$ cat src/rtl/pwm_reload_timer.sv
module pwm_reload_timer #(
  parameter int CNT_W = 32,
  parameter int PSC_W = 3
) (
  input  logic             clk,
  input  logic             rst,
  input  logic             ld_we,
  input  logic             mt_we,
  input  logic             cnt_we,
  input  logic [CNT_W-1:0] wdata,
  input  logic             ctl_we,
  input  logic             ctl_run,
  input  logic             ctl_inv,
  input  logic             ctl_pre_en,
  input  logic [PSC_W-1:0] ctl_pre_div,
  output logic             pwm_out,
  output logic             sts_started,
  output logic             sts_invert,
  output logic [CNT_W-1:0] cnt_value
);
  localparam int PC_W = 2 ** PSC_W;
  localparam logic [CNT_W-1:0] CNT_MAX = '1;

  logic [CNT_W-1:0] cnt_q, load_q, match_q;
  logic             run_q, inv_q, act_q, pre_en_q;
  logic [PSC_W-1:0] pre_div_q;
  logic [PC_W-1:0]  psc_q;
  logic [PC_W:0]    psc_span;
  logic [PC_W-1:0]  psc_lim;
  logic             tick, stop_now;

  assign psc_span = ({{(PC_W-1){1'b0}}, 2'b10} << pre_div_q) - 1'b1;
  assign psc_lim  = psc_span[PC_W-1:0];
  assign stop_now = ctl_we && !ctl_run;
  assign tick     = run_q && !stop_now && (!pre_en_q || psc_q == psc_lim);

  always_ff @(posedge clk) begin
    if (rst) begin
      cnt_q     <= '0;
      load_q    <= '0;
      match_q   <= '0;
      run_q     <= 1'b0;
      inv_q     <= 1'b0;
      act_q     <= 1'b0;
      pre_en_q  <= 1'b0;
      pre_div_q <= '0;
      psc_q     <= '0;
    end else begin
      if (ld_we) load_q <= wdata;
      if (mt_we) match_q <= wdata;

      if (ctl_we) begin
        run_q <= ctl_run;
        if (!run_q) begin
          inv_q     <= ctl_inv;
          pre_en_q  <= ctl_pre_en;
          pre_div_q <= ctl_pre_div;
        end
      end

      if (!run_q || stop_now) psc_q <= '0;
      else if (pre_en_q) psc_q <= (psc_q == psc_lim) ? '0 : psc_q + 1'b1;

      if (!run_q && cnt_we) cnt_q <= wdata;
      else if (tick) cnt_q <= (cnt_q == CNT_MAX) ? load_q : cnt_q + 1'b1;

      if (!run_q || stop_now) act_q <= 1'b0;
      else if (tick) begin
        if (cnt_q == CNT_MAX) act_q <= 1'b1;
        else if (cnt_q == match_q) act_q <= 1'b0;
      end
    end
  end

  assign pwm_out     = act_q ^ inv_q;
  assign sts_started = run_q;
  assign sts_invert  = inv_q;
  assign cnt_value   = cnt_q;
endmodule

$ cat config.mk
export PLATFORM = sky130hd
export DESIGN_NAME = pwm_reload_timer
export DESIGN_NICKNAME = d
export VERILOG_FILES = /design/src/rtl/pwm_reload_timer.sv
export SDC_FILE = /design/constraint.sdc
export NUM_CORES = 1
export LEC_CHECK = 0
export BUFFER_PORTS_ARGS = -buffer_cell sky130_fd_sc_hd__buf_4
export CORE_ASPECT_RATIO = 1.25
export CORE_UTILIZATION = 62
export CTS_CLUSTER_SIZE = 28
export DETAILED_ROUTE_END_ITERATION = 7
export GPL_ROUTABILITY_DRIVEN = 0
export PLACE_DENSITY = 0.85
export SLEW_MARGIN = 25
export SYNTH_ARGS = -nofsm -noshare
export SYNTH_HDL_FRONTEND = slang
export SYNTH_SLANG_ARGS = --single-unit
$ cat constraint.sdc
create_clock -name clk -period 10.3 [get_ports clk]
set_clock_uncertainty 0.15 [all_clocks]
set_input_delay 1.03 -clock clk [delete_from_list [all_inputs] [get_ports clk]]
set_output_delay 1.03 -clock clk [all_outputs]
set_load 0.05 [all_outputs]
==> impl_metrics.toml <==
[outcome]
outcome = "completed"

[finish]
fillers = 700
final_cell_mix = "111 x dfxtp_1, 100 x nor2_1, 82 x buf_4, 69 x mux2i_1, 49 x xnor2_1"
layout_commonest_cell = "dfxtp_1"
drive_gt1_share_pct = 15.4
antenna_cells = 0
layout.nets = 725
area_growth_pct = 13.6

[synth]
synth_fp_nets = 679
synth_ff_type = "dfxtp_1"
netlist_area_sq_um = 5640
synth_cells = 632
async_reset_ff_share_pct = 0
yosysTopAreaCell = "dfxtp_1"
synth-seq-cells = 111
synth_top_area_share_pct = 39.4
synth_cell_types = 53
synth_edf_count = 0
seq_area_frac_synth_pct = 39.4
syn_avg_cell_area_sq_um = 8.93
synthTopCellsByArea = "dfxtp_1 39%, mux2i_1 12%, xnor2_1 7.6%"
ys_warn_count = 0

[clock_tree]
clockBufferDepth = 2
clkTransAtPathRegs_ns = 0.10
cts_max_level = 3
cts_setup_buffers = 0
clk_latency_ns = 0.39
hold_buffers = 0
cts_root_buf = "clkbuf_8"
cts_inserted_buffers = 9
clock_sinks = 111
cts_tree = "done"
post_cts_resize_count = 0

[route]
vias_per_cell = 6.33
avgRoutedWirePerCell_um = 19.1
drt_drc_violations_left = 0
via_count = 5085
wl_um = 15300
detail_route.first_pass.iterations = 6
ant_nets = 0
drtIter0Drc = 374

[timing]
period_minus_slack_ns = 3.78
finalHoldViolations = 0
max_freq_mhz = 264
max_slew_margin_pct = 34.0
final.period_utilization_pct = 36.7
fin_setup_tns_ns = 0
maxSlewViolCount = 0
setup-violations-final = 0
rsz0062_at_grt = "false"
tightest_slew_ns = 0.990
whs_ns = 0.353

[power_and_ir_drop]
ir_drop_mv = 0.108
p_per_area_nw_per_um2 = 145
power.leakage_nw = 2.59

[critical_path]
cp_max_fo = 18
critPathKind = "reg -> reg"
worst_ep_required_time_ns = 10.39
crit_path_end_kind = "flip-flop"
r2r-start = "pre_div_q[0]$_SDFFE_PP0P_"
worstPathArrival_ns = 3.87
startpoint_type = "flip-flop"
cp-startpoint = "pre_div_q[0]$_SDFFE_PP0P_"

[grt]
antenna_found_initial = 0
grt_pass1_wl_um = 24100
grt_overflow = 0
grt_max_degree = 94
grt_pass1_vias = 4822
grt_use_total_pct = 33.3

[placed_design]
hpwl_um = 10400
port_buffers = 78

[die]
start_util_pct = 64.5
die-area_sq_um = 9490
num_rows = 38
io_pins = 79
die_y_um = 109
fp.coreArea_sq_um = 8750
chipWidth_um = 87.3

[hold_path]
holdCritPathClass = "reg -> reg"
min_from = "load_q[18]$_SDFFE_PP0P_"

[run]
drv_cap = 0
==> path summary, 6_finish.rpt <==
check / endpoint / slack, ns / depth (start not counted)
worst max-delay path: cnt_value[24]$_SDFFE_PP0P_ / 6.52 / 8
worst max register to register: cnt_value[24]$_SDFFE_PP0P_ / 6.52 / 8
worst min register to register: load_q[18]$_SDFFE_PP0P_ / 0.35 / 2
worst min-delay path: load_q[18]$_SDFFE_PP0P_ / 0.35 / 2
==> routing by layer <==
layer	share of wire (%)	vias up	GRT usage, %
met4	4.7	0	20.5
met2	49	263	54.4
met5	0	-	0
li1	-	2343	-
met3	6.6	64	5.75
met1	40	2415	40.6
==> stage by stage <==
stage / utilization [%] / setup WS [ns] / instances / instance area (sq um) / power [mW]
after CTS: 73.3 / 6.58 / 803 / 6410 / 0.928
after detailed placement: 71.0 / 6.40 / 787 / 6210 / 0.669
after global routing: 73.3 / 6.41 / 803 / 6410 / 0.964
after floorplan: - / 6.91 / 632 / 5640 / 0.609
final: 73.3 / 6.52 / 803 / 6410 / 0.932
after global placement: 71.0 / 6.56 / 787 / 6210 / 0.663
==> synth_stat cells (4+ instances only) <==
library cell and instances:
nand4_1 22, buf_2 9, nor3_1 7, o21ai_0 9, xor2_1 21, o211ai_1 6
a21oi_1 29, mux2i_1 69, clkbuf_1 27, and4_1 5, a32oi_1 17, xnor2_1 49
buf_1 10, nor2_1 100, nand2_1 35, inv_1 9, a221o_1 14, and3_1 7
a21boi_0 4, nand3_1 13, dfxtp_1 111, a211o_1 9, nor4_1 4, nand2b_1 4
==> critical path, stage by stage, from the launching register on <==
cell and delay, ns:
dfxtp_1 0.43, or3_1 0.39, ha_1 0.32, or4b_2 0.65, a31o_2 0.26, o41a_1 0.20
a221o_1 0.73, a222oi_1 0.42, nor3_1 0.08
==> logic make-up (layout without fill, tap and decap cells) <==
group	count (synthesis)	in the layout	synth area share (%)
AOI/OAI and AO/OA	108	108	14.4
xor gates and xnor gates	70	70	10.9
adders and majority gates	3	3	0.665
buffers and inverters	56	107	4.06
DFF	111	111	39.4
muxes	70	70	12.4
and+or+nand+nor	214	214	18.2
==> power breakdown <==
group | internal [mW] | switching [mW] | leakage (nW)
combinational | 0.0720 | 0.106 | 1.58
sequential | 0.454 | 0.0305 | 0.914
clock | 0.118 | 0.151 | 0.0981
total | 0.644 | 0.288 | 2.59
==> flip-flops by register name, summed over array words and instances (netlist names) <==
register and count:
act_q 1, cnt_value 32, sts_invert 1, load_q 32, psc_q 8, sts_started 1, pre_div_q 3, pre_en_q 1
match_q 32
==> area by class of cell <==
class | count | area (sq um) | area share, %
Timing Repair Buffer | 82 | 616 | 9.60
Inverter | 9 | 33.8 | 0.527
Clock buffer | 10 | 138 | 2.15
Multi-Input combinational cell | 465 | 3190 | 49.8
Tap cell | 120 | 150 | 2.34
Clock inverter | 6 | 60.1 | 0.937
Sequential cell | 111 | 2220 | 34.7
Note: power is estimated with default switching activity, not from simulation.
